### src/rtl/xbus_pkg.sv
package xbus_pkg;
  typedef struct packed {
    logic ale;
    logic psenWin;
    logic fetchCapture;
    logic loadFetch;
    logic dataMode;
    logic accept;
    logic rdOn;
    logic wrOn;
    logic wrDrive;
    logic rdCapture;
  } busStrobe_t;
endpackage

### src/rtl/xbus_ctrl.sv
module xbus_ctrl
  import xbus_pkg::*;
#(
  parameter int CYCLE_LEN = 12,
  parameter int ALE_LEN   = 2,
  parameter int PULSE_LEN = 6
) (
  input  logic       clk,
  input  logic       rstN,
  input  logic       reqRd,
  input  logic       reqWr,
  output busStrobe_t stb,
  output logic       busy
);
  localparam int PH_W = $clog2(CYCLE_LEN);
  localparam logic [PH_W-1:0] LAST_PH    = PH_W'(CYCLE_LEN - 1);
  localparam logic [PH_W-1:0] SLOT_PH    = PH_W'(CYCLE_LEN / 2);
  localparam logic [PH_W-1:0] SLOT_LAST  = PH_W'(CYCLE_LEN / 2 - 1);
  localparam logic [PH_W-1:0] ALE_END    = PH_W'(ALE_LEN);
  localparam logic [PH_W-1:0] PSEN_FIRST = PH_W'(CYCLE_LEN / 4);
  localparam logic [PH_W-1:0] STB_FIRST  = PH_W'(ALE_LEN + 1);
  localparam logic [PH_W-1:0] STB_LAST   = PH_W'(ALE_LEN + PULSE_LEN);
  localparam logic [PH_W-1:0] DRV_FIRST  = PH_W'(ALE_LEN);
  localparam logic [PH_W-1:0] DRV_LAST   = PH_W'(ALE_LEN + PULSE_LEN + 1);

  logic [PH_W-1:0] phase;
  logic [PH_W-1:0] slotPos;
  logic live;
  logic dataCycle;
  logic isWrite;
  logic inFetch;
  logic inData;
  logic pulseWin;

  always_ff @(posedge clk) begin
    if (!rstN) begin
      live      <= 1'b0;
      phase     <= '0;
      dataCycle <= 1'b0;
      isWrite   <= 1'b0;
    end else if (!live) begin
      live <= 1'b1;
    end else begin
      phase <= (phase == LAST_PH) ? '0 : phase + 1'b1;
      if (phase == LAST_PH) begin
        if (dataCycle) begin
          dataCycle <= 1'b0;
        end else if (reqRd || reqWr) begin
          dataCycle <= 1'b1;
          isWrite   <= reqWr;
        end
      end
    end
  end

  always_comb begin
    slotPos  = (phase >= SLOT_PH) ? phase - SLOT_PH : phase;
    inFetch  = live && !dataCycle;
    inData   = live && dataCycle;
    pulseWin = inData && (phase >= STB_FIRST) && (phase <= STB_LAST);
    stb.ale          = inFetch ? (slotPos < ALE_END) : (inData && (phase < ALE_END));
    stb.psenWin      = inFetch && (slotPos >= PSEN_FIRST);
    stb.fetchCapture = inFetch && (slotPos == SLOT_LAST);
    stb.loadFetch    = !live || (slotPos == SLOT_LAST);
    stb.dataMode     = inData;
    stb.accept       = inFetch && (phase == LAST_PH) && (reqRd || reqWr);
    stb.rdOn         = pulseWin && !isWrite;
    stb.wrOn         = pulseWin && isWrite;
    stb.wrDrive      = inData && isWrite && (phase >= DRV_FIRST) && (phase <= DRV_LAST);
    stb.rdCapture    = inData && !isWrite && (phase == STB_LAST);
  end

  assign busy = dataCycle;


  busy_start_chk: assert property (@(posedge clk) disable iff (!rstN)
    $rose(dataCycle) |-> (phase == '0));
endmodule

### src/rtl/xbus_datapath.sv
module xbus_datapath
  import xbus_pkg::*;
#(
  parameter int ADDR_W = 16,
  parameter int DATA_W = 8,
  parameter logic [ADDR_W-1:0] INT_TOP = 16'h0FFF
) (
  input  logic                     clk,
  input  logic                     rstN,
  input  busStrobe_t               stb,
  input  logic [ADDR_W-1:0]        pcAddr,
  input  logic                     extSel,
  input  logic                     usePtr,
  input  logic [ADDR_W-1:0]        dataAddr,
  input  logic [DATA_W-1:0]        wrData,
  input  logic [ADDR_W-DATA_W-1:0] hiLatch,
  input  logic [DATA_W-1:0]        lowPortIn,
  output logic                     aleOut,
  output logic                     psenN,
  output logic                     rdN,
  output logic                     wrN,
  output logic [DATA_W-1:0]        lowPortOut,
  output logic                     lowPortOe,
  output logic [ADDR_W-DATA_W-1:0] highPortOut,
  output logic [DATA_W-1:0]        instrByte,
  output logic                     instrValid,
  output logic [DATA_W-1:0]        rdByte,
  output logic                     rdValid
);
  localparam int HI_W = ADDR_W - DATA_W;

  logic [ADDR_W-1:0] fetchAddr;
  logic              extFetch;
  logic              extNext;
  logic [ADDR_W-1:0] dAddr;
  logic              dUsePtr;
  logic [DATA_W-1:0] dWrData;
  logic [HI_W-1:0]   dataHi;

  assign extNext = !extSel || (pcAddr > INT_TOP);

  always_ff @(posedge clk) begin
    if (!rstN) begin
      fetchAddr  <= '0;
      extFetch   <= 1'b0;
      dAddr      <= '0;
      dUsePtr    <= 1'b0;
      dWrData    <= '0;
      instrByte  <= '0;
      instrValid <= 1'b0;
      rdByte     <= '0;
      rdValid    <= 1'b0;
    end else begin
      if (stb.loadFetch) begin
        fetchAddr <= pcAddr;
        extFetch  <= extNext;
      end
      if (stb.accept) begin
        dAddr   <= dataAddr;
        dUsePtr <= usePtr;
        dWrData <= wrData;
      end
      instrValid <= stb.fetchCapture && extFetch;
      if (stb.fetchCapture && extFetch) instrByte <= lowPortIn;
      rdValid <= stb.rdCapture;
      if (stb.rdCapture) rdByte <= lowPortIn;
    end
  end

  always_comb begin
    dataHi      = dUsePtr ? dAddr[ADDR_W-1:DATA_W] : hiLatch;
    aleOut      = stb.ale;
    psenN       = !(stb.psenWin && extFetch);
    rdN         = !stb.rdOn;
    wrN         = !stb.wrOn;
    lowPortOe   = (stb.ale && (stb.dataMode || extFetch)) || stb.wrDrive;
    lowPortOut  = stb.wrDrive ? dWrData :
                  (stb.dataMode ? dAddr[DATA_W-1:0] : fetchAddr[DATA_W-1:0]);
    highPortOut = stb.dataMode ? dataHi :
                  (extFetch ? fetchAddr[ADDR_W-1:DATA_W] : hiLatch);
  end


  rd_wr_excl_chk: assert property (@(posedge clk) disable iff (!rstN)
    !(!rdN && !wrN));

  data_no_psen_chk: assert property (@(posedge clk) disable iff (!rstN)
    stb.dataMode |-> psenN);

  ale_psen_chk: assert property (@(posedge clk) disable iff (!rstN)
    aleOut |-> psenN);

  rd_float_chk: assert property (@(posedge clk) disable iff (!rstN)
    !rdN |-> !lowPortOe);

  wr_drive_chk: assert property (@(posedge clk) disable iff (!rstN)
    !wrN |-> lowPortOe);

  instr_after_psen_chk: assert property (@(posedge clk) disable iff (!rstN)
    instrValid |-> $past(!psenN));
endmodule

### src/rtl/xbus_sequencer.sv
module xbus_sequencer #(
  parameter int ADDR_W    = 16,
  parameter int DATA_W    = 8,
  parameter int CYCLE_LEN = 12,
  parameter int ALE_LEN   = 2,
  parameter int PULSE_LEN = 6,
  parameter logic [ADDR_W-1:0] INT_TOP = 16'h0FFF
) (
  input  logic                     clk,
  input  logic                     rstN,
  input  logic [ADDR_W-1:0]        pcAddr,
  input  logic                     extSel,
  input  logic                     reqRd,
  input  logic                     reqWr,
  input  logic                     usePtr,
  input  logic [ADDR_W-1:0]        dataAddr,
  input  logic [DATA_W-1:0]        wrData,
  input  logic [ADDR_W-DATA_W-1:0] hiLatch,
  input  logic [DATA_W-1:0]        lowPortIn,
  output logic                     aleOut,
  output logic                     psenN,
  output logic                     rdN,
  output logic                     wrN,
  output logic [DATA_W-1:0]        lowPortOut,
  output logic                     lowPortOe,
  output logic [ADDR_W-DATA_W-1:0] highPortOut,
  output logic [DATA_W-1:0]        instrByte,
  output logic                     instrValid,
  output logic [DATA_W-1:0]        rdByte,
  output logic                     rdValid,
  output logic                     busy
);
  xbus_pkg::busStrobe_t stb;

  xbus_ctrl #(
    .CYCLE_LEN(CYCLE_LEN), .ALE_LEN(ALE_LEN), .PULSE_LEN(PULSE_LEN)
  ) u_ctrl (
    .clk(clk), .rstN(rstN), .reqRd(reqRd), .reqWr(reqWr),
    .stb(stb), .busy(busy)
  );

  xbus_datapath #(
    .ADDR_W(ADDR_W), .DATA_W(DATA_W), .INT_TOP(INT_TOP)
  ) u_dp (
    .clk(clk), .rstN(rstN), .stb(stb), .pcAddr(pcAddr), .extSel(extSel),
    .usePtr(usePtr), .dataAddr(dataAddr), .wrData(wrData), .hiLatch(hiLatch),
    .lowPortIn(lowPortIn), .aleOut(aleOut), .psenN(psenN), .rdN(rdN), .wrN(wrN),
    .lowPortOut(lowPortOut), .lowPortOe(lowPortOe), .highPortOut(highPortOut),
    .instrByte(instrByte), .instrValid(instrValid), .rdByte(rdByte),
    .rdValid(rdValid)
  );
endmodule

### config.mk
export PLATFORM = sky130hd
export DESIGN_NAME = xbus_sequencer
export DESIGN_NICKNAME = d
export VERILOG_FILES = /design/src/rtl/xbus_pkg.sv /design/src/rtl/xbus_ctrl.sv /design/src/rtl/xbus_datapath.sv /design/src/rtl/xbus_sequencer.sv
export SDC_FILE = /design/constraint.sdc
export NUM_CORES = 1
export LEC_CHECK = 0
export ABC_AREA = 1
export BUFFER_PORTS_ARGS = -buffer_cell sky130_fd_sc_hd__buf_2
export CORE_ASPECT_RATIO = 0.8
export CORE_MARGIN = 1
export CORE_UTILIZATION = 40
export CTS_CLUSTER_SIZE = 20
export DETAILED_ROUTE_END_ITERATION = 8
export SYNTH_ARGS = -nofsm -noshare
export SYNTH_HDL_FRONTEND = slang
export SYNTH_SLANG_ARGS = --single-unit
### constraint.sdc
create_clock -name clk -period 2 [get_ports clk]
set_input_delay 0.1 -clock clk [delete_from_list [all_inputs] [get_ports clk]]
set_output_delay 0.1 -clock clk [all_outputs]
set_load 0.005 [all_outputs]
After elaboration in Yosys (flattened, before gate mapping)
Cells that the tools add are included.
- register bits after elaboration: 67
- input bits: 62
- output and inout port bits: 40
- logic and storage cells: 72
- add/subtract/negate cells: 2
- $lt $le $gt $ge: 9
- eq/ne operators: 3
- multiplexer cells: 11
- bitwise gates (word level): 1
- reductions and logical operators: 33
- operator list (kind ; number):
    $mux W8 ; 5
    $logic_and A1 B1 Y1 ; 19
    $gt A16 B12 Y1 const B ; 1
    $ge A4 B2 Y1 const B ; 3
    $eq A4 B4 Y1 const B ; 2
    $le A4 B4 Y1 const B ; 2
    $lt A4 B2 Y1 const B ; 2
    $mux W4 ; 2
    $logic_not A1 Y1 ; 7
    $logic_or A1 B1 Y1 ; 5
    $add A4 B1 Y4 const B ; 1
    $eq A4 B3 Y1 const B ; 1
    $ge A4 B3 Y1 const B ; 1
    $mux W1 ; 4
    $reduce_and A4 Y1 ; 1
    $sub A4 B3 Y4 const B ; 1
    $reduce_and A2 Y1 ; 1
    $not A1 Y1 ; 1

Logic depth before layout (Yosys ltp)
Gate-level depths: netlist of run 1.
- depth after elaboration: 6
- mapped depth: 11
- depth with buffers taken out: 10

Cells and area by module
From an unflattened synthesis of run 1, not the netlist that was laid out.
- cells, all modules: 467
- area, all modules: 3230.6 um^2
- by module, submodules not included (module ; instances ; cells each ; area each (um^2) ; sequential area each (um^2)):
    xbus_datapath ; 1 ; 372 ; 2592.5 ; 1201.2
    xbus_ctrl ; 1 ; 95 ; 638.1 ; 140.1

Worst setup path after synthesis of run 1
No wires, ideal clock.
- path type: reg2reg
- start point: register u_ctrl.phase[1]
- end point: register u_dp.fetchAddr[6]
- library setup time: 115 ps
- data arrival time: 1482 ps
- required time: 1885 ps
- path slack: 403 ps
- stages on the path, launching flop included: 12
- buffers on the path: 1
- clock period less this slack: 1597 ps
- path through: dfxtp_1 > inv_1 > ha_1 > inv_1 > nand2_1 > nand2_1 > clkinv_2 > nand3_4 > buf_6 > nand3_2 > nand2_1 > nor2_1
- cells in the longest elaborated chain, start to end: 4
- elaborated cells on any way between the ends: 5
- those cells by class: 1 x add/sub; 1 x order compare; 1 x eq/ne; 1 x mux; 1 x reduce/logical
- ends and longest elaborated chain (what ; RTL line ; source):
    start: declaration ; xbus_ctrl.sv:26 ; logic [PH_W-1:0] phase;
    start signal: assignment ; xbus_ctrl.sv:44 ; phase <= (phase == LAST_PH) ? '0 : phase + 1'b1;
    $sub A4 B3 Y4 or $ge A4 B3 Y1 (tied branches) ; xbus_ctrl.sv:57 ; slotPos = (phase >= SLOT_PH) ? phase - SLOT_PH : phase;
    $mux W4 * ; xbus_ctrl.sv:57 ;
    $eq A4 B3 Y1 * ; xbus_ctrl.sv:64 ; stb.loadFetch = !live || (slotPos == SLOT_LAST);
    $logic_or A1 B1 Y1 * ; xbus_ctrl.sv:64 ;
    end signal: assignment ; xbus_datapath.sv:55 ; fetchAddr <= pcAddr;
    end: declaration ; xbus_datapath.sv:32 ; logic [ADDR_W-1:0] fetchAddr;
Mark *: on every way between the ends. The rest lies on a longest branch, timed or not.
A chain may end at the register's enable or synchronous reset.

Worst setup path in the final report of run 1
- start point: register u_ctrl.phase[3]
- end point: output lowPortOe
- cells in the longest elaborated chain, start to end: 6
- elaborated cells on any way between the ends: 13
- those cells by class: 1 x add/sub; 5 x order compare; 2 x mux; 5 x reduce/logical
- ends and longest elaborated chain (what ; RTL line ; source):
    $sub A4 B3 Y4 or $ge A4 B3 Y1 (tied branches) ; xbus_ctrl.sv:57 ;
    $mux W4 ; xbus_ctrl.sv:57 ;
    $lt A4 B2 Y1 ; xbus_ctrl.sv:61 ; stb.ale = inFetch ? (slotPos < ALE_END) : (inData && (phase < ALE_END));
    $mux W1 ; xbus_ctrl.sv:61 ;
    $logic_and A1 B1 Y1 ; xbus_datapath.sv:76 ; lowPortOe = (stb.ale && (stb.dataMode || extFetch)) || stb.wrDrive;
    $logic_or A1 B1 Y1 * ; xbus_datapath.sv:76 ;
    end: declaration ; xbus_sequencer.sv:25 ; output logic lowPortOe,
Marks and branches as above.

==> summary.md, run 1 <==
For the starting utilization of the core area, the log shows 0.417. The run gives 0 as the diode insertion count for antenna repair. CTS placed an instance of sky130_fd_sc_hd__clkbuf_8 at the clock tree root. Initial antenna violation count: 0. Share of synthesized flip-flops with an asynchronous set or reset: 0. The worst setup path is captured at a primary output.

The width of the die was 104 µm. Clock latency on the worst-skew pair, taken at its later pin, is 330 ps. Counting flops and latches in the post-synthesis netlist gives 67.

The number of global-route vias before repair is 3182, and the share of the yosys chip area belonging to registers is 0.401. The tool flagged a number of max-cap violations equal to 0. For the total count of max-transition violations in the final report, the log shows 0. Summed over all cells, the static leakage comes to 2.06 nW.

The die is 83.7 µm tall. The logs give 0 for the count of endpoints failing setup in the final report and 3399 for the routed via count. For the worst path arrival time, the log shows 1810 ps. The slowest library cell on the worst path is sky130_fd_sc_hd__dfxtp_1. In this run, the number of DRC markers left after iteration 0 of detailed routing was 179. The sum of overflow across all layers after global routing was 0.

Input and output buffers added on the ports amount to 101. The average size of a mapped cell was 7.09 µm²; the number of buffers on the longest clock path was 2. Dividing the detail-routed wire length by the instance count gives 12.9 µm. Before antenna repair, the detailed router went through 4 iterations. For the overall track demand over capacity in global routing, the log shows 0.209. After the last flow step, the layout net total stands at 662. Data on the critical path is required at its endpoint by 1900 ps. The routability-driven placement congestion ratio is 0.839, and the number of hold violations in the final report is 0.

The total CTS buffers was 9; the ratio of cells with drive above 1 in the final layout was 0.289. The clock net in this run drives a total of 67 sinks. DRC violation count after routing: 0. In this run the worst path has a maximum fanout of 9. The tools report the utilization after layout as 0.554. The main flop type after synthesis is sky130_fd_sc_hd__dfxtp_1. Number of buffer and inverter stages on the critical path: 1.

After synthesis, the netlist uses 32 different library cells. Subtracting the final worst setup slack from the clock period gives 1910 ps. The netlist area before placement is 3340 µm². The CTS H-tree depth came out at 3. Power spread over the standard cell area amounts to 656 nW/µm². In this run the standard cell core region covers 8020 µm². The area growth from synthesis to final layout is 33.0%. 102 I/O pins were placed. Total power: 2.91 mW.

The tools report the worst-case headroom to the max-slew limit as 0.686. The cell count after synthesis came out at 471. The run gives 524 MHz as the top achievable clock speed. The run gives 0 as the Yosys warning count. The transition time of the tightest slew-check pin works out to 471 ps. In this run the worst hold path is classified as in -> reg.

The die outline area is 8720 µm². The floorplan row count came out at 29. On the worst path, the slowest cell contributes a delay of 610 ps. The pin count of the biggest net entering global routing is 39.

The critical path's top delay family was flip-flops. The run finished with clean final reports. In this run, synthesis inferred 0 flip-flops with an integrated enable. The number of nets produced by synthesis came out at 539.

The HPWL after detailed placement is 6180 µm. The run gives 0 as the number of nets with antenna violations after routing. Clock-pin slew was measured on the worst setup and hold paths at 70 ps. The first global-routing pass estimated 14600 µm of wire. TritonCTS built the clock tree. The clock arrives with 5.22 ps of skew. VDD sags by at most 0.303 mV. The final clock period utilization by the worst path works out to 0.955. Dividing the detail-routed via count by the number of cells gives 4.81. The worst setup path is launched from a flop.

The critical path goes through nor2_4 -> nand2_2 -> nand2_1 -> nand2_2 -> nand3_1 -> o21ai_0 -> o21ai_0 -> nand2_1 -> buf_2. Total length of routed wires: 9080 µm. The start-to-end type of the worst setup path was reg -> out.
==> cells in the mapped netlist (2+ instances only) <==
cell type / n / share of area
sky130_fd_sc_hd__a21oi_1: 40 / 0.060
sky130_fd_sc_hd__buf_1: 3 / 0.0034
sky130_fd_sc_hd__buf_2: 6 / 0.0090
sky130_fd_sc_hd__buf_4: 3 / 0.0067
sky130_fd_sc_hd__buf_6: 7 / 0.024
sky130_fd_sc_hd__clkbuf_1: 7 / 0.0079
sky130_fd_sc_hd__clkinv_1: 2 / 0.0022
sky130_fd_sc_hd__dfxtp_1: 67 / 0.40
sky130_fd_sc_hd__ha_1: 6 / 0.022
sky130_fd_sc_hd__inv_1: 40 / 0.045
sky130_fd_sc_hd__inv_2: 5 / 0.0056
sky130_fd_sc_hd__nand2_1: 64 / 0.072
sky130_fd_sc_hd__nand2_2: 5 / 0.0094
sky130_fd_sc_hd__nand3_1: 9 / 0.013
sky130_fd_sc_hd__nand3_2: 14 / 0.042
sky130_fd_sc_hd__nand4_1: 2 / 0.0037
sky130_fd_sc_hd__nor2_1: 95 / 0.11
sky130_fd_sc_hd__nor2_4: 2 / 0.0067
sky130_fd_sc_hd__nor3_1: 2 / 0.0030
sky130_fd_sc_hd__o21ai_0: 73 / 0.11
sky130_fd_sc_hd__o21ai_1: 8 / 0.012
==> layer usage <==
metal | up-vias | part of all wire | GRT usage | routed length, µm
li1 | 1779 | - | - | -
met1 | 1529 | 0.47 | 0.260 | 4230
met2 | 80 | 0.47 | 0.348 | 4230
met3 | 11 | 0.053 | 0.0562 | 485
met4 | 0 | 0.014 | 0.0701 | 129
met5 | - | 0 | 0 | 0
==> cells in the final DEF (no fill, tap or decap), types with 6 or more instances in the layout <==
master,instances
sky130_fd_sc_hd__buf_4,8
sky130_fd_sc_hd__inv_2,7
sky130_fd_sc_hd__clkbuf_8,11
sky130_fd_sc_hd__nand2_2,6
sky130_fd_sc_hd__inv_1,39
sky130_fd_sc_hd__o21ai_0,67
sky130_fd_sc_hd__nand2_1,63
sky130_fd_sc_hd__nand3_1,9
sky130_fd_sc_hd__o21ai_1,13
sky130_fd_sc_hd__buf_2,101
sky130_fd_sc_hd__dfxtp_1,63
sky130_fd_sc_hd__a21oi_1,39
sky130_fd_sc_hd__nor2_1,95
sky130_fd_sc_hd__dlygate4sd3_1,23
sky130_fd_sc_hd__nand3_2,14
==> registers in the layout, summed over array words and instances, names as in the netlist, 4 cells and up <==
signal	flops
u_ctrl.phase	4
u_dp.dAddr	16
u_dp.dWrData	8
u_dp.fetchAddr	16
u_dp.instrByte	8
u_dp.rdByte	8
==> worst min-delay path, delay by kind of cell <==
family | cells | cell delay (ps)
buf+inv | 1 | 90
simple gates | 1 | 80
compound gates | 1 | 40
==> area by class of cell <==
class	instances	area, µm²
Clock buffer	13	159
Clock inverter	2	35.0
Fill cell	770	3580
Inverter	49	188
Multi-Input combinational cell	331	1700
Sequential cell	67	1350
Tap cell	108	135
Timing Repair Buffer	136	876
==> through the flow <==
step | cell area, µm² | hold slack, ps | setup TNS [ps] | instances | setup slack [ps]
after floorplan | 3340 | 128 | 0 | 471 | 403
after global placement | 3920 | 320 | 0 | 662 | 264
after detailed placement | 3920 | 326 | 0 | 662 | 188
after CTS | 4360 | 0.320 | 0 | 700 | 0.459
after global routing | 4440 | 1.44 | -52.3 | 706 | -22.3
final | 4440 | 13.5 | 0 | 706 | 90.7
==> timing repair <==
action                                  CTS  global route
gates resized for setup                   3            17
buffers inserted                          0             4
cloned                                    0             2
hold buffers                             23             0
pin swaps                                 0             3
hold endpoints to repair                 23             0
endpoints found under the setup margin    9            10
==> logic make-up after synthesis <==
group,share of synthesized area
and+or+nand+nor,0.276
adders and majority gates,0.0225
buffers and inverters,0.107
AOI/OAI and AO/OA,0.194
DFF,0.401
==> path summary, 6_finish.rpt <==
path                   startpoint                  to  slack (ps)  depth (start not counted)
setup / recovery  u_ctrl.phase[3]           lowPortOe          90                          9
hold / removal         pcAddr[13]  u_dp.fetchAddr[13]          10                          3
setup reg to reg  u_ctrl.phase[1]       u_dp.dAddr[6]         310                          9
hold reg to reg   u_dp.dWrData[4]     u_dp.dWrData[4]         450                          2
==> power by group <==
part / leakage, nW / internal, mW / switching, mW
logic: 1.41 / 0.188 / 0.212
clock network: 0.0995 / 0.637 / 0.495
registers: 0.547 / 1.36 / 0.0154
Power figures use the tool's default switching activity.
==> run 2, diff against run 1 <==
CORE_ASPECT_RATIO = 2   (was 0.8)
==> summary.md, run 2 (synthesis results as in run 1) <==
The tools report the endpoint class of the critical path as a primary output. The floorplan row count is 46. Routability-driven placement finished with a final weighted congestion of 0.890.

The time the final worst path needs with I/O delays and setup was 1910 ps. The worst-case IR drop observed on VDD is 0.477 mV. The part of the total power dissipated in combinational logic is 0.112. Relative to the synthesized area, the layout overhead comes to 30.2%.

The die outline area is 8740 µm². The starting DRC count in detailed routing is 154. The worst register-to-register path ends at u_dp.extFetch. Entering global routing, the biggest net connects 39 pins. Dividing total power by cell area gives a power density of 765 nW/µm². The share of total power consumed by net switching is 0.231. The detailed router placed 3320 vias in this run. The region available for standard cell placement spans 8000 µm². The boundary pin count is 102, and the total length of routed wires is 9290 µm. The tree is rooted in a sky130_fd_sc_hd__clkbuf_16. The fill cell total of the finished layout is 808. The critical path in this run is classified as reg -> out. Measured along the y axis, the die boundary spans 131 µm. The data required time of the worst path is 1900 ps, and the ratio of cells with drive above 1 in the final layout is 0.293.

The tool flagged a number of max-cap violations equal to 0. The transition time of the tightest slew-check pin was 449 ps; the static leakage was 2.03 nW. The number of global-route vias before repair came out at 3125. Once placement completed, the tool counted placed cells totaling 652. Summing all multi-input logic gate instances after layout gives 1670 µm². Clock-pin slew was measured on the worst setup and hold paths at 50 ps. For the number of nets with antenna violations after routing, the log shows 0. In the routed layout, each cell is associated on average with a via count of 4.88.

The final clock period utilization by the worst path is 0.957, and the average routed wire per standard cell is 13.7 µm. The number of hold violations in the final report was 0. The logs give 522 MHz for the top achievable clock speed and 7.17 ps for the worst hold slack across all endpoints. The CTS H-tree depth was 3. In the final layout, the registers with the most flip-flops are u_dp.dAddr x16, u_dp.fetchAddr x16. The number of buffers on the longest clock path is 2, and the clock share of power is 0.471. The width of the die came out at 66.6 µm.

The worst-case headroom to the max-slew limit came out at 0.701. After global routing the overflow that remains totals 0. The first global-routing pass estimated 14300 µm of wire. In the routed design, unresolved DRC markers number 0. 0 antenna diodes ended up in the layout. TritonCTS built the clock tree. Clock insertion delay at the later pin of the skew report: 330 ps. The tools report the power share of the sequential group as 0.417. The worst hold path begins at pcAddr[1].

Worst min-delay path endpoint: u_dp.fetchAddr[1]. The run gives 0 as the total count of max-transition violations in the final report. For this design, the sink count on the clock tree is 67.

The initial antenna violation count is 0. The tools report the net switching power of the design as 0.770 mW. In this run the critical register-to-register path is launched from u_ctrl.phase[2].

The tools report the final cell count without fillers as 680. The library cell used most frequently in the layout, excluding fill and tap cells, is sky130_fd_sc_hd__buf_2. Setup repair after global routing could not meet its margin everywhere. Data on the critical path arrives at its endpoint at 1810 ps. The startpoint kind of the worst setup timing path was a flop.

The total of buffers placed on input and output ports works out to 101. Leaving out fill and tap cells, the most frequent cells in the layout are 102 x sky130_fd_sc_hd__buf_2, 95 x sky130_fd_sc_hd__nor2_1, 64 x sky130_fd_sc_hd__nand2_1, 63 x sky130_fd_sc_hd__dfxtp_1, 62 x sky130_fd_sc_hd__o21ai_0. The run gives 0.418 as the starting utilization of the core area. The run finished with clean final reports. The final layout contains 648 nets. The pre-antenna-repair detailed-routing pass consisted of 4 iterations.

Setup violations remaining at the end of the flow were counted as 0. In this run the worst path has a maximum fanout of 8. The detailed placement HPWL was 6870 µm; the internal cell power was 2.56 mW. Counting the buffers created by CTS gives 9. The overall track demand over capacity in global routing came out at 0.217.

The min-delay analysis places its worst path in the category in -> reg. The final setup skew was 4.19 ps; the path depth of the worst reg2reg path was 9. For flop-to-flop paths, the worst setup slack is 180 ps. The worst hold path was traced through 3 stages. In the final layout, flip-flops and latches occupy 1350 µm².
run 2: metal layers:
layer  track usage  vias up  part of all wire
met5             0        -                 0
met4        0.0816        0             0.023
met1         0.221     1495              0.38
li1              -     1733                 -
met3        0.0564       16             0.043
met2         0.398       76              0.55
run 2: worst max-delay path, cell delays in order, from the launching register on:
cell and delay [ps]:
sky130_fd_sc_hd__dfxtp_4 370, sky130_fd_sc_hd__inv_6 80, sky130_fd_sc_hd__ha_1 150, sky130_fd_sc_hd__o21ai_1 60, sky130_fd_sc_hd__a21oi_1 190, sky130_fd_sc_hd__o211ai_2 170
sky130_fd_sc_hd__buf_6 180, sky130_fd_sc_hd__o21ai_1 150, sky130_fd_sc_hd__buf_2 140
run 2: how the worst max path moves through the flow:
stage	from	endpoint	slack (ps)	cells after the start
2_1_floorplan	u_ctrl.phase[1]	u_dp.fetchAddr[6]	400	11
3_3_place_gp	u_ctrl.phase[1]	u_dp.fetchAddr[6]	130	9
3_5_place_dp	u_ctrl.phase[1]	u_dp.extFetch	50	9
4_1_cts	u_ctrl.phase[1]	lowPortOut[6]	9	8
5_1_grt	u_ctrl.phase[1]	lowPortOut[0]	-10	8
6_report	u_ctrl.phase[0]	lowPortOut[5]	90	8
run 2: cell type report:
type / instances / area share
Timing Repair Buffer: 124 / 0.166
Clock inverter: 2 / 0.00806
Multi-Input combinational cell: 329 / 0.383
Tap cell: 96 / 0.0276
Sequential cell: 67 / 0.311
Clock buffer: 13 / 0.0598
Inverter: 49 / 0.0449
run 2: timing repair:
action,in CTS,in global routing
gates cloned,0,2
setup endpoints to repair,9,10
pin swaps,0,2
gates resized for setup,9,21
hold buffers,10,0
hold endpoints to repair,10,0
setup buffers,0,1
run 2: stage by stage:
step                      setup slack, ps  TNS, ps  total power, mW  instance area (µm²)  utilization
after floorplan                       403        0             1.61                 3340            -
after global placement                133        0             1.76                 3880        0.486
after detailed placement             47.1        0             1.76                 3880        0.486
after CTS                            8.90        0             3.35                 4290        0.537
after global routing                -11.3    -31.5             3.46                 4350        0.544
final                                85.4        0             3.33                 4350        0.544
run 2: power groups by stage:
stage	Combinational, mW	Clock, mW	Sequential (mW)
3_3_place_gp	0.346	0	1.41
4_1_cts	0.369	1.60	1.38
3_5_place_dp	0.351	0	1.41
2_1_floorplan	0.199	0	1.41
5_1_grt	0.420	1.65	1.39
6_report	0.374	1.57	1.39
==> run 3, diff against run 2 <==
MAX_ROUTING_LAYER = met4   (was not set)
==> summary.md, run 3 (synthesis results as in run 1) <==
The run finished with clean final reports. Number of hold violations in the final report: 0. The tools report the worst path arrival time as 1820 ps. Summing all non-filler instances in the final layout gives an area of 4350 µm². The placed instances occupy a cell area of 3910 µm². The logs give 2 for the number of buffers on the longest clock path and 2.02 nW for the static leakage. The sum of overflow across all layers after global routing was 0. The detailed-route vias per instance was 4.94; the post-placement worst setup slack was 173 ps.

The run gives 0 as the total count of max-transition violations in the final report. The overall track demand over capacity in global routing came out at 0.230. For the starting utilization of the core area, the log shows 0.418.

The leading cell type in the layout, fill and taps excluded is sky130_fd_sc_hd__buf_2. The ratio of cells with drive above 1 in the final layout works out to 0.291. TritonCTS built the clock tree. The final clock period utilization by the worst path was 0.961; the transition time of the tightest slew-check pin was 516 ps. The clock-pin slew on the worst setup and hold paths was 50 ps.

After floorplanning, the core was sized to cover 8000 µm². Total number of nets in the final design: 648. The cell area power density was 763 nW/µm²; the routability-driven placement congestion ratio was 0.935. In this run the worst hold path is classified as in -> reg. Total of buffers placed on input and output ports: 101. The overall die height is 131 µm.

Start-to-end type of the worst setup path: reg -> out. Registers take 1350 µm². The multi-input combinational cell area is 1660 µm². The top fanout value on the critical path works out to 21. The time the final worst path needs with I/O delays and setup works out to 1920 ps.

The area growth from synthesis to final layout came out at 30.1%. Setup slack on the critical path of the routed design comes to 77.1 ps. The run gives 5.93 ps as the final setup skew. The width of the die works out to 66.6 µm. The library cells used most frequently in the layout, excluding fill and tap cells, are 102 x sky130_fd_sc_hd__buf_2, 95 x sky130_fd_sc_hd__nor2_1, 70 x sky130_fd_sc_hd__o21ai_0, 64 x sky130_fd_sc_hd__nand2_1, 62 x sky130_fd_sc_hd__dfxtp_1. The startpoint kind of the worst setup timing path was a flop. The routed via count came out at 3367.

STA classifies the critical path endpoint as a primary output. The utilization after layout is 0.543, and the total power is 3.32 mW. For the setup TNS after final layout, the log shows 0 ps.

For this run, the detailed router's first-pass iteration total came to 4. The tool flagged a number of max-cap violations equal to 0. The logs give 0 for the number of post-CTS setup repair buffers and 520 MHz for the top achievable clock speed.

Across the VDD grid, the largest voltage drop is 0.575 mV. In the routed design, unresolved DRC markers number 0. In the final layout, the registers with the most flip-flops are u_dp.dAddr x16, u_dp.fetchAddr x16. The pin count of the biggest net entering global routing was 39; the die outline area was 8740 µm².

The detail route stage leaves a number of antenna-violating nets equal to 0. Fill cell total of the finished layout: 803. Clock tree synthesis selected as its root buffer the cell sky130_fd_sc_hd__clkbuf_16. For this block, the routed nets add up to 9360 µm of wire. The run gives 0.656 as the worst-case headroom to the max-slew limit. The number of global-route vias before repair was 3164; the boundary pin count was 102. The first global-routing pass estimated 14700 µm of wire. For this design, the sink count on the clock tree is 67. The first routing iteration left 190 violations. Summed over all nets, the half-perimeter wirelength after detailed placement is 6820 µm.

The H-tree generated during clock tree synthesis spans 3 levels. The tools report the total CTS buffers as 9. The count of endpoints failing setup in the final report is 0. Clock insertion delay at the later pin of the skew report: 330 ps. Setup repair after global routing left no endpoint under its margin. Dividing the detail-routed wire length by the instance count gives 13.7 µm.

Data required time of the worst path: 1900 ps. The initialized floorplan defines 46 standard-cell rows. The tools report the initial antenna violation count as 1.
[run 3: cell types whose count changed in the layout (fill, tap and decap cells not counted), moves of 2 or more]
| cell | change |
|---|---|
| sky130_fd_sc_hd__o21ai_0 | +8 |
| sky130_fd_sc_hd__o21ai_1 | -5 |
| sky130_fd_sc_hd__clkinvlp_4 | +3 |
| sky130_fd_sc_hd__o21ai_2 | -3 |
| sky130_fd_sc_hd__buf_4 | -2 |
| sky130_fd_sc_hd__clkbuf_8 | -2 |
| sky130_fd_sc_hd__dfxtp_2 | +2 |
| sky130_fd_sc_hd__inv_2 | +2 |
[run 3: layout make-up]
cell class	count	share of cell area
clock inverters	6	0.0153
well taps	96	0.0276
multi-input cells	329	0.381
flip-flops and latches	67	0.311
repair buffers	124	0.169
inverters	49	0.0432
diodes	1	0.000576
clock buffers	10	0.0527
[run 3: what timing repair did]
action | CTS | global route
pin swaps | 0 | 0
endpoints found under the setup margin | 10 | 14
cloned | 0 | 1
hold buffers | 11 | 0
resized for setup | 4 | 10
hold endpoints to repair | 11 | 0
[run 3: per-layer routing]
layer  wire length [µm]  track usage  vias up
met4                383        0.130        0
met1               3650        0.221     1509
met3                330       0.0330       31
li1                   -            -     1735
met2               5000        0.415       92
met5                  0            -        -
[run 3: power breakdown]
group          switching, mW  internal [mW]  total, mW
registers             0.0179           1.37       1.38
logic                  0.207          0.165      0.372
clock network          0.597          0.964       1.56
total                  0.821           2.50       3.32
[run 3: critical path, cell delays in order (launching register included)]
cell and delay (ps):
sky130_fd_sc_hd__dfxtp_1 350, sky130_fd_sc_hd__nand2_1 140, sky130_fd_sc_hd__clkinv_1 150, sky130_fd_sc_hd__buf_6 190
sky130_fd_sc_hd__o21ai_0 330, sky130_fd_sc_hd__nand2_1 100, sky130_fd_sc_hd__o21ai_1 100, sky130_fd_sc_hd__buf_2 130
[run 3: stage by stage]
step,hold slack [ps],std cells
3_5_place_dp,325,653
2_1_floorplan,128,471
4_1_cts,2.30,680
3_3_place_gp,319,653
6_report,2.81,682
5_1_grt,15.9,682
[run 3: worst paths after layout]
check                      end            start  slack [ps]  cells after the start
max              lowPortOut[3]      u_ctrl.live          80                      7
min          u_dp.fetchAddr[1]        pcAddr[1]           3                      3
max reg2reg    u_dp.dWrData[3]  u_ctrl.phase[1]         340                      7
min reg2reg    u_dp.dWrData[7]  u_dp.dWrData[7]         460                      2
